===== src/rtl/synprog_pkg.sv =====
package synprog_pkg;
  localparam int DEF_DIV1_W = 15;
  localparam int DEF_DIV2_W = 12;
  localparam int DEF_REF_W  = 3;
  localparam int DEF_CP_W   = 2;
  localparam int DEF_SYNC_N = 2;

  // Port source selection used while test mode is active
  typedef enum logic [1:0] {
    TSEL_LEVELS  = 2'd0,
    TSEL_REF_FB1 = 2'd1,
    TSEL_REF_FB2 = 2'd2,
    TSEL_FB1_FB2 = 2'd3
  } tsel_e;
endpackage


===== src/rtl/synprog_sync.sv =====
module synprog_sync #(
  parameter int WIDTH  = 3,
  parameter int STAGES = 2
) (
  input  logic             clk,
  input  logic             rst,
  input  logic [WIDTH-1:0] d_i,
  output logic [WIDTH-1:0] lvl_o
);
  logic [WIDTH-1:0] stage_q [STAGES];

  genvar g;
  generate
    for (g = 0; g < STAGES; g++) begin : g_stage
      if (g == 0) begin : g_first
        always_ff @(posedge clk) begin
          if (rst) stage_q[g] <= '0;
          else     stage_q[g] <= d_i;
        end
      end else begin : g_next
        always_ff @(posedge clk) begin
          if (rst) stage_q[g] <= '0;
          else     stage_q[g] <= stage_q[g-1];
        end
      end
    end
  endgenerate

  assign lvl_o = stage_q[STAGES-1];
endmodule


===== src/rtl/synprog_shifter.sv =====
module synprog_shifter #(
  parameter int SR_W  = 22,
  parameter int CNT_W = 5
) (
  input  logic             clk,
  input  logic             rst,
  input  logic             sclk_lvl,
  input  logic             sdata_lvl,
  input  logic             sen_lvl,
  output logic [SR_W-1:0]  sr_o,
  output logic [CNT_W-1:0] cnt_o,
  output logic             frame_end_o
);
  localparam logic [CNT_W-1:0] CNT_CAP = CNT_W'(SR_W + 1);

  logic sclk_prev_q;
  logic sen_prev_q;
  logic sclk_rise;
  logic sen_rise;

  assign sclk_rise = sclk_lvl & ~sclk_prev_q;
  assign sen_rise  = sen_lvl & ~sen_prev_q;

  always_ff @(posedge clk) begin
    if (rst) begin
      sclk_prev_q <= 1'b0;
      sen_prev_q  <= 1'b0;
      frame_end_o <= 1'b0;
    end else begin
      sclk_prev_q <= sclk_lvl;
      sen_prev_q  <= sen_lvl;
      frame_end_o <= sen_prev_q & ~sen_lvl;
    end
  end

  always_ff @(posedge clk) begin
    if (rst) begin
      sr_o  <= '0;
      cnt_o <= '0;
    end else if (sen_rise) begin
      sr_o  <= '0;
      cnt_o <= '0;
    end else if (sen_lvl && sclk_rise) begin
      sr_o <= {sr_o[SR_W-2:0], sdata_lvl};
      if (cnt_o != CNT_CAP) cnt_o <= cnt_o + 1'b1;
    end
  end
endmodule


===== src/rtl/synprog_decode.sv =====
module synprog_decode #(
  parameter int DIV1_W = 15,
  parameter int DIV2_W = 12,
  parameter int REF_W  = 3,
  parameter int CP_W   = 2,
  parameter int SR_W   = 22,
  parameter int CNT_W  = 5
) (
  input  logic [SR_W-1:0]   sr_i,
  input  logic [CNT_W-1:0]  cnt_i,
  input  logic              frame_end_i,
  output logic              load1_o,
  output logic              load2_o,
  output logic [DIV1_W-1:0] div1_o,
  output logic [DIV2_W-1:0] div2_o,
  output logic [REF_W-1:0]  ref_o,
  output logic [CP_W-1:0]   cp_o,
  output logic              lvl_o,
  output logic              test_en_o,
  output logic [1:0]        test_sel_o
);
  localparam int L1  = DIV1_W + CP_W + 2;
  localparam int L2S = DIV2_W + REF_W + CP_W + 3;
  localparam int L2F = L2S + 2;
  localparam int CP_LO  = 2;
  localparam int REF_LO = CP_LO + CP_W;
  localparam int DV2_LO = REF_LO + REF_W;

  logic addr;
  logic is_l1;
  logic is_l2s;
  logic is_l2f;

  assign addr   = sr_i[0];
  assign is_l1  = (cnt_i == CNT_W'(L1));
  assign is_l2s = (cnt_i == CNT_W'(L2S));
  assign is_l2f = (cnt_i == CNT_W'(L2F));

  assign load1_o = frame_end_i & ~addr & is_l1;
  assign load2_o = frame_end_i & addr & (is_l2s | is_l2f);

  assign lvl_o  = sr_i[1];
  assign cp_o   = sr_i[CP_LO +: CP_W];
  assign ref_o  = sr_i[REF_LO +: REF_W];
  assign div2_o = sr_i[DV2_LO +: DIV2_W];
  assign div1_o = sr_i[REF_LO +: DIV1_W];

  // Test bits count only in a full-length word
  assign test_en_o  = is_l2f & sr_i[L2S-1];
  assign test_sel_o = test_en_o ? sr_i[L2F-1:L2S] : 2'b00;
endmodule


===== src/rtl/synprog_regs.sv =====
module synprog_regs
  import synprog_pkg::*;
#(
  parameter int DIV1_W = 15,
  parameter int DIV2_W = 12,
  parameter int REF_W  = 3,
  parameter int CP_W   = 2
) (
  input  logic              clk,
  input  logic              rst,
  input  logic              load1_i,
  input  logic              load2_i,
  input  logic [DIV1_W-1:0] div1_i,
  input  logic [DIV2_W-1:0] div2_i,
  input  logic [REF_W-1:0]  ref_i,
  input  logic [CP_W-1:0]   cp_i,
  input  logic              lvl_i,
  input  logic              test_en_i,
  input  logic [1:0]        test_sel_i,
  input  logic              tp_ref_i,
  input  logic              tp_fb1_i,
  input  logic              tp_fb2_i,
  output logic [DIV1_W-1:0] div1_o,
  output logic [CP_W-1:0]   cp1_o,
  output logic [DIV2_W-1:0] div2_o,
  output logic [CP_W-1:0]   cp2_o,
  output logic [REF_W-1:0]  ref_o,
  output logic              test_en_o,
  output logic [1:0]        test_sel_o,
  output logic              oe1_prog_o,
  output logic              oe2_prog_o,
  output logic              sw1_o,
  output logic              sw1_oe_o,
  output logic              sw2_o,
  output logic              sw2_oe_o
);
  logic lvl1_q;
  logic lvl2_q;
  logic mux1;
  logic mux2;

  always_ff @(posedge clk) begin
    if (rst) begin
      div1_o     <= '0;
      cp1_o      <= '0;
      lvl1_q     <= 1'b0;
      oe1_prog_o <= 1'b0;
    end else if (load1_i) begin
      div1_o     <= div1_i;
      cp1_o      <= cp_i;
      lvl1_q     <= lvl_i;
      oe1_prog_o <= 1'b1;
    end
  end

  always_ff @(posedge clk) begin
    if (rst) begin
      div2_o     <= '0;
      cp2_o      <= '0;
      ref_o      <= '0;
      lvl2_q     <= 1'b0;
      test_en_o  <= 1'b0;
      test_sel_o <= 2'b00;
      oe2_prog_o <= 1'b0;
    end else if (load2_i) begin
      div2_o     <= div2_i;
      cp2_o      <= cp_i;
      ref_o      <= ref_i;
      lvl2_q     <= lvl_i;
      test_en_o  <= test_en_i;
      test_sel_o <= test_sel_i;
      oe2_prog_o <= 1'b1;
    end
  end

  always_comb begin
    case (tsel_e'(test_sel_o))
      TSEL_REF_FB1: begin mux1 = tp_ref_i; mux2 = tp_fb1_i; end
      TSEL_REF_FB2: begin mux1 = tp_ref_i; mux2 = tp_fb2_i; end
      TSEL_FB1_FB2: begin mux1 = tp_fb1_i; mux2 = tp_fb2_i; end
      default:      begin mux1 = lvl1_q;   mux2 = lvl2_q;   end
    endcase
  end

  always_ff @(posedge clk) begin
    if (rst) begin
      sw1_o    <= 1'b0;
      sw2_o    <= 1'b0;
      sw1_oe_o <= 1'b0;
      sw2_oe_o <= 1'b0;
    end else begin
      sw1_o    <= test_en_o ? mux1 : lvl1_q;
      sw2_o    <= test_en_o ? mux2 : lvl2_q;
      sw1_oe_o <= test_en_o | oe1_prog_o;
      sw2_oe_o <= test_en_o | oe2_prog_o;
    end
  end
endmodule


===== src/rtl/synprog_if.sv =====
module synprog_if
  import synprog_pkg::*;
#(
  parameter int DIV1_W = DEF_DIV1_W,
  parameter int DIV2_W = DEF_DIV2_W,
  parameter int REF_W  = DEF_REF_W,
  parameter int CP_W   = DEF_CP_W,
  parameter int SYNC_N = DEF_SYNC_N
) (
  input  logic              clk,
  input  logic              rst,
  input  logic              sclk_i,
  input  logic              sdata_i,
  input  logic              sen_i,
  input  logic              tp_ref_i,
  input  logic              tp_fb1_i,
  input  logic              tp_fb2_i,
  output logic [DIV1_W-1:0] div1_o,
  output logic [CP_W-1:0]   cp1_o,
  output logic [DIV2_W-1:0] div2_o,
  output logic [CP_W-1:0]   cp2_o,
  output logic [REF_W-1:0]  ref_sel_o,
  output logic              test_en_o,
  output logic [1:0]        test_sel_o,
  output logic              sw1_o,
  output logic              sw1_oe_o,
  output logic              sw2_o,
  output logic              sw2_oe_o
);
  localparam int L1    = DIV1_W + CP_W + 2;
  localparam int L2F   = DIV2_W + REF_W + CP_W + 5;
  localparam int SR_W  = (L1 > L2F) ? L1 : L2F;
  localparam int CNT_W = $clog2(SR_W + 2);

  logic [2:0]        ser_lvl;
  logic              sclk_lvl;
  logic              sdata_lvl;
  logic              sen_lvl;
  logic [SR_W-1:0]   sr;
  logic [CNT_W-1:0]  sr_cnt;
  logic              frame_end;
  logic              load1;
  logic              load2;
  logic [DIV1_W-1:0] dec_div1;
  logic [DIV2_W-1:0] dec_div2;
  logic [REF_W-1:0]  dec_ref;
  logic [CP_W-1:0]   dec_cp;
  logic              dec_lvl;
  logic              dec_ten;
  logic [1:0]        dec_tsel;
  logic              oe1_prog;
  logic              oe2_prog;

  synprog_sync #(.WIDTH(3), .STAGES(SYNC_N)) u_sync (
    .clk   (clk),
    .rst   (rst),
    .d_i   ({sen_i, sdata_i, sclk_i}),
    .lvl_o (ser_lvl)
  );

  assign sclk_lvl  = ser_lvl[0];
  assign sdata_lvl = ser_lvl[1];
  assign sen_lvl   = ser_lvl[2];

  synprog_shifter #(.SR_W(SR_W), .CNT_W(CNT_W)) u_shift (
    .clk         (clk),
    .rst         (rst),
    .sclk_lvl    (sclk_lvl),
    .sdata_lvl   (sdata_lvl),
    .sen_lvl     (sen_lvl),
    .sr_o        (sr),
    .cnt_o       (sr_cnt),
    .frame_end_o (frame_end)
  );

  synprog_decode #(
    .DIV1_W(DIV1_W), .DIV2_W(DIV2_W), .REF_W(REF_W), .CP_W(CP_W),
    .SR_W(SR_W), .CNT_W(CNT_W)
  ) u_dec (
    .sr_i        (sr),
    .cnt_i       (sr_cnt),
    .frame_end_i (frame_end),
    .load1_o     (load1),
    .load2_o     (load2),
    .div1_o      (dec_div1),
    .div2_o      (dec_div2),
    .ref_o       (dec_ref),
    .cp_o        (dec_cp),
    .lvl_o       (dec_lvl),
    .test_en_o   (dec_ten),
    .test_sel_o  (dec_tsel)
  );

  synprog_regs #(
    .DIV1_W(DIV1_W), .DIV2_W(DIV2_W), .REF_W(REF_W), .CP_W(CP_W)
  ) u_regs (
    .clk        (clk),
    .rst        (rst),
    .load1_i    (load1),
    .load2_i    (load2),
    .div1_i     (dec_div1),
    .div2_i     (dec_div2),
    .ref_i      (dec_ref),
    .cp_i       (dec_cp),
    .lvl_i      (dec_lvl),
    .test_en_i  (dec_ten),
    .test_sel_i (dec_tsel),
    .tp_ref_i   (tp_ref_i),
    .tp_fb1_i   (tp_fb1_i),
    .tp_fb2_i   (tp_fb2_i),
    .div1_o     (div1_o),
    .cp1_o      (cp1_o),
    .div2_o     (div2_o),
    .cp2_o      (cp2_o),
    .ref_o      (ref_sel_o),
    .test_en_o  (test_en_o),
    .test_sel_o (test_sel_o),
    .oe1_prog_o (oe1_prog),
    .oe2_prog_o (oe2_prog),
    .sw1_o      (sw1_o),
    .sw1_oe_o   (sw1_oe_o),
    .sw2_o      (sw2_o),
    .sw2_oe_o   (sw2_oe_o)
  );
endmodule


===== config.mk =====
export PLATFORM = sky130hd
export DESIGN_NAME = synprog_if
export DESIGN_NICKNAME = d
export VERILOG_FILES = /design/src/rtl/synprog_pkg.sv /design/src/rtl/synprog_sync.sv /design/src/rtl/synprog_shifter.sv /design/src/rtl/synprog_decode.sv /design/src/rtl/synprog_regs.sv /design/src/rtl/synprog_if.sv
export SDC_FILE = /design/constraint.sdc
export NUM_CORES = 1
export LEC_CHECK = 0
export BUFFER_PORTS_ARGS = -buffer_cell sky130_fd_sc_hd__buf_4
export CAP_MARGIN = 10
export CELL_PAD_IN_SITES_DETAIL_PLACEMENT = 1
export CELL_PAD_IN_SITES_GLOBAL_PLACEMENT = 1
export CORE_ASPECT_RATIO = 2
export CORE_MARGIN = 3
export CORE_UTILIZATION = 46
export DETAILED_ROUTE_END_ITERATION = 16
export PLACE_DENSITY_LB_ADDON = 0.1
export SLEW_MARGIN = 30
export SYNTH_ARGS = -nofsm -noshare
export SYNTH_HDL_FRONTEND = slang
export SYNTH_SLANG_ARGS = --single-unit

===== constraint.sdc =====
create_clock -name clk -period 3.3 [get_ports clk]
set_input_delay 0.495 -clock clk [delete_from_list [all_inputs] [get_ports clk]]
set_output_delay 0.495 -clock clk [all_outputs]
set_load 0.01 [all_outputs]

* Word-level counts from Yosys, hierarchy flattened *
Memory sizes are Yosys's and may differ from the RTL's.
Cells that the tools add are included.

cells by class
  bitwise logic cells = 17
  add/subtract/negate cells = 1
  equality and inequality tests = 7
  mux-type cells = 10
  reduce and logical (&&, ||, !) cells = 5

operator list
  cell                   number
  $eq A5 B5 Y1 const B   3
  $and A1 B1 Y1          8
  $mux W3                2
  $reduce_or A2 Y1       3
  $add A5 B1 Y5 const B  1
  $mux W1                5
  $ne A5 B5 Y1 const B   1
  $or A1 B1 Y1           5
  $eq A2 B2 Y1 const B   2
  $not A1 Y1             4
  $pmux W1 S2            2
  $eq A2 B1 Y1 const B   1
  $mux W2                1
  $reduce_and A2 Y1      1
  $logic_and A1 B1 Y1    1

word-level totals
  memory bits (writable) = 6
  bits of input ports = 8
  register bits after elaboration = 75
  output and inout bits = 41
  memories = 1

memory list
  memory          depth  width  read ports  clocked after memory_dff  wr ports  line                text
  u_sync.stage_q  2      3      2           0                         2         synprog_sync.sv:10  logic [WIDTH-1:0] stage_q [STAGES];

* Depth between registers and ports, before layout *
  depth after elaboration = 4
  gate-level depth with buffers = 6
  depth with buffers taken out = 5

* Modules after synthesis *
Synthesis repeated with hierarchy kept, for this count alone.

unflattened totals
  cell total of the unflattened synthesis = 344
  area, all modules = 3236.9 µm²

by module, submodules not included
  module           cells each  times used  area each (µm²)
  synprog_regs     155         1           1661.6
  synprog_shifter  133         1           1103.6
  synprog_decode   44          1           314.1
  synprog_sync     12          1           157.7

* Worst setup path after synthesis *
Ideal clock, no wire load.

  path type = flip-flop to flip-flop
  start point = register u_shift.cnt_o[1]
  end point = register u_regs.cp1_o[0]
  arrival time = 1.464 ns
  clock period less this slack = 1.583 ns
  stages on the path, launching flop included = 6
  path slack = 1.717 ns
  path buffers = 2
  library setup time = 0.119 ns
  required time = 3.181 ns
  cells stage by stage = dfxtp_1 ha_1 or4b_4 buf_6 buf_6 mux2i_1

between the ends
  longest elaborated chain between the ends = 2

ends and longest elaborated chain
  what                    line                   text
  from (decl)             synprog_shifter.sv:11  output logic [CNT_W-1:0] cnt_o,
  from (signal assigned)  synprog_shifter.sv:45  if (cnt_o != CNT_CAP) cnt_o <= cnt_o + 1'b1;
  $eq A5 B5 Y1            synprog_decode.sv:35   assign is_l1 = (cnt_i == CNT_W'(L1));
  $and A1 B1 Y1           synprog_decode.sv:39   assign load1_o = frame_end_i & ~addr & is_l1;
  to (signal assigned)    synprog_regs.sv:50     cp1_o <= cp_i;
  to (decl)               synprog_regs.sv:24     output logic [CP_W-1:0] cp1_o,

Every way passes these cells.
A chain may end at the register's enable or synchronous reset.

* Worst setup path in the final report *
  start point = register u_shift.cnt_o[0]
  end point = register u_regs.ref_o[0]

between the ends
  longest elaborated chain between the ends = 3
  elaborated cells between the ends (all ways) = 4
  classes of those cells = 2 x eq/ne; 2 x bitwise

ends and longest elaborated chain
  what                             line                                        text
  $eq A5 B5 Y1 (on tied branches)  synprog_decode.sv:36, synprog_decode.sv:37
  $or A1 B1 Y1 (*)                 synprog_decode.sv:40                        assign load2_o = frame_end_i & addr & (is_l2s | is_l2f);
  $and A1 B1 Y1 (*)                synprog_decode.sv:40
  to (signal assigned)             synprog_regs.sv:68                          ref_o <= ref_i;
  to (decl)                        synprog_regs.sv:27                          output logic [REF_W-1:0] ref_o,

Every way passes the cells marked *; elsewhere a longest branch is shown, timed or not.

==> out/qor.tcl <==
set qor(placed_cells_incl_taps) 447
set qor(outcome) {completed}
set qor(grt_pass1_vias) 2451
set qor(critPathMaxFanout) 13
set qor(critical_path.n_buffers_inverters) 2
set qor(timing_worst_setup_path_type) {flop to flop}
set qor(wire_length_of_the_first_global_routing_pass_um) 11700
set qor(synthMostInstantiatedCell) {dfxtp_1}
set qor(avgSynthCellArea_um2) 9.71
set qor(gp_congestion) 0.759
set qor(clock_tree_from_tritoncts) {done}
set qor(timing.hold.worst.class) {primary input to flop}
set qor(cp_cell_sequence) {inv_1 > ha_1 > o211ai_1 > nor2_2 > buf_4 > mux2i_1}
set qor(vias_per_cell) 5.03
set qor(grt_antenna_before_repair) 0
set qor(crit_arrival_ps) 2230
set qor(h-tree-depth) 3
set qor(ys_types) 34
set qor(netlist_top_cells_area) {dfxtp_1, mux2i_1, nand2b_1, nand2_1, a21oi_1}
set qor(dr.pass1.iters) 4
set qor(critical-path-top-delay-family) {simple AND/OR/NAND/NOR gates}
set qor(initial_core_util) 0.477
set qor(critPathRequiredTime_ps) 3560
set qor(final_nets) 385
set qor(placed_wire_length_estimate_um) 4630
set qor(worst_slew_slack_as_a_fraction_of_its_limit) 0.407
set qor(cell_at_the_slowest_stage_of_the_critical_path) {nor2_2}
set qor(die_x_um) 64.8
set qor(synth-edff-count) 0
set qor(synth_seq_cells) 81
set qor(num_antenna_cells) 0
set qor(clock-root-buffer) {clkbuf_16}
set qor(clkLatencyLatePin_ps) 330
set qor(setup_repair_after_global_routing_missed_its_margin) {false}
set qor(report.final.setup_viol) 0
set qor(syn_inst_count) 328
set qor(total_leakage_power_nw) 1.57
set qor(detail_route.iter0.violations) 107
set qor(cp-end-kind) {flop}
set qor(multi_input_comb_area_um2) 1450
set qor(largest_net_degree_at_the_start_of_global_routing) 75
set qor(yosys_most_used_dff) {dfxtp_1}
set qor(core_area_um2) 6670
set qor(drv_cap) 0
set qor(post_cts_resize_count) 0
set qor(placementRows) 42
set qor(floorplan.die.height_um) 124
set qor(area_share_of_the_largest_cell_type_after_synthesis) 0.509
set qor(cts.clk_slew.worst_paths_ps) 60
set qor(die_area_um2) 8020
set qor(synth.yosys.warnings) 0
set qor(fillerInstances) 789
set qor(setup_total_neg_slack_ps) 0
set qor(overflow) 0
set qor(drt-total-wl_um) 6980
set qor(antenna_left) 0
set qor(power.density_cell_area_nw_per_um2) 524
set qor(clock-skew-final_ps) 5.59
set qor(yosys-top-cells-count) {dfxtp_1, nand2b_1, nand2_1, mux2i_1, a21oi_1}
set qor(hold_buffers) 0
set qor(leading_area_contributor_after_synthesis) {dfxtp_1}
set qor(synth_async_sr_flop_share) 0
set qor(period_minus_ws_final_ps) 1970
set qor(cpPeakStageDelay_ps) 550
set qor(boundaryPins) 49
set qor(tightest_slew_ps) 889
set qor(synth_sequential_area_ratio) 0.509
set qor(portBuffers) 48
set qor(syn-cell-area_um2) 3180
set qor(syn2layout_area_growth_pct) 22.4
set qor(routed_wire_length_per_instance_um) 15.1
set qor(grt_usage) 0.192
set qor(vdd_drop_max_v) 0.000443
set qor(tritoncts_num_sinks) 81
set qor(drive_above_1_share) 0.189
set qor(finish.cell_count_without_fillers) 463
set qor(regArea_um2) 1620
set qor(number_of_buffers_inserted_during_clock_tree_synthesis) 9
set qor(setup.reg_to_reg.worst_slack_ps) 1330
set qor(achievable-frequency_mhz) 509
set qor(worstSetupStartpointType) {flop}
set qor(route.vias.total) 2328
set qor(final-hold-violation-count) 0
set qor(post_cts_setup_buffer_count) 0
set qor(synth_fp_nets) 343
set qor(post-route-drc-count) 0
set qor(timing.final.max_slew_violations) 0
set qor(cts_max_path_buffers) 2
set qor(period_share) 0.596
-- through the flow --
step / hold slack [ps] / power (mW) / instance area, µm² / util / setup slack, ps
3_3_place_gp: 425 / 1.05 / 3590 / 0.537 / 1330
3_5_place_dp: 445 / 1.05 / 3590 / 0.537 / 1300
2_1_floorplan: 414 / 1.03 / 3180 / - / 1720
4_1_cts: 362 / 2.07 / 3900 / 0.584 / 1300
6_report: 372 / 2.04 / 3900 / 0.584 / 1330
5_1_grt: 384 / 2.11 / 3900 / 0.584 / 1200
-- layer usage --
metal | wire (µm) | track usage | vias to the layer above
met2 | 3790 | 0.353 | 37
li1 | - | - | 1157
met1 | 2800 | 0.200 | 1124
met5 | 0 | 0 | -
met3 | 223 | 0.0424 | 10
met4 | 164 | 0.0993 | 0
-- path summary, 6_finish.rpt --
check                           cells past startpoint                         endpoint                            from
worst min-delay path                                2  u_sync.stage_q[0][1]$_SDFF_PP0_                         sdata_i
worst max register to register                      6     u_regs.ref_o[0]$_SDFFE_PP0P_   u_shift.cnt_o[0]$_SDFFE_PP0P_
worst min register to register                      2   u_regs.oe1_prog_o$_SDFFE_PP0P_  u_regs.oe1_prog_o$_SDFFE_PP0P_
worst max-delay path                                6     u_regs.ref_o[0]$_SDFFE_PP0P_   u_shift.cnt_o[0]$_SDFFE_PP0P_
-- flip-flops by register name, summed over array words and instances (netlist names), 2 cells and up --
register	cells
u_sync.stage_q	6
u_regs.cp1_o	2
u_regs.test_sel_o	2
u_shift.cnt_o	5
u_regs.cp2_o	2
u_regs.div2_o	12
u_regs.ref_o	3
u_regs.div1_o	15
u_shift.sr_o	22
-- kinds of logic after synthesis --
| group | count (synthesis) | synth area share |
|---|---|---|
| adder cells (fa/ha/maj) | 7 | 0.0275 |
| AO/OA/AOI/OAI | 40 | 0.0711 |
| AND/OR/NAND/NOR | 134 | 0.232 |
| multiplexers | 39 | 0.123 |
| flip-flops | 81 | 0.509 |
| buffers and inverters | 27 | 0.0373 |
-- cell usage in the layout (no fill, tap or decap), types with 2 or more instances in the layout --
cell type / n
mux2i_1: 38
nor2_1: 6
nor2b_1: 10
nand2_1: 47
clkbuf_8: 3
nand2b_1: 56
o21ai_0: 4
a21oi_1: 28
clkbuf_1: 2
inv_1: 7
nand3b_1: 2
dfxtp_1: 81
nor3b_1: 2
ha_1: 7
and3b_1: 2
buf_4: 51
clkbuf_16: 9
-- cell type report --
type                            count  share of cell area
Multi-Input combinational cell    220               0.371
Clock buffer                       14              0.0703
Timing Repair Buffer               51              0.0983
Clock inverter                      2             0.00899
Tap cell                           88              0.0283
Sequential cell                    81               0.416
Inverter                            7             0.00674
-- power by group --
part	leakage, nW	switching [mW]	internal [mW]
Clock	0.153	0.372	0.647
Sequential	0.654	0.00226	0.982
Combinational	0.766	0.0207	0.0188
(Power assumes the default switching activity.)
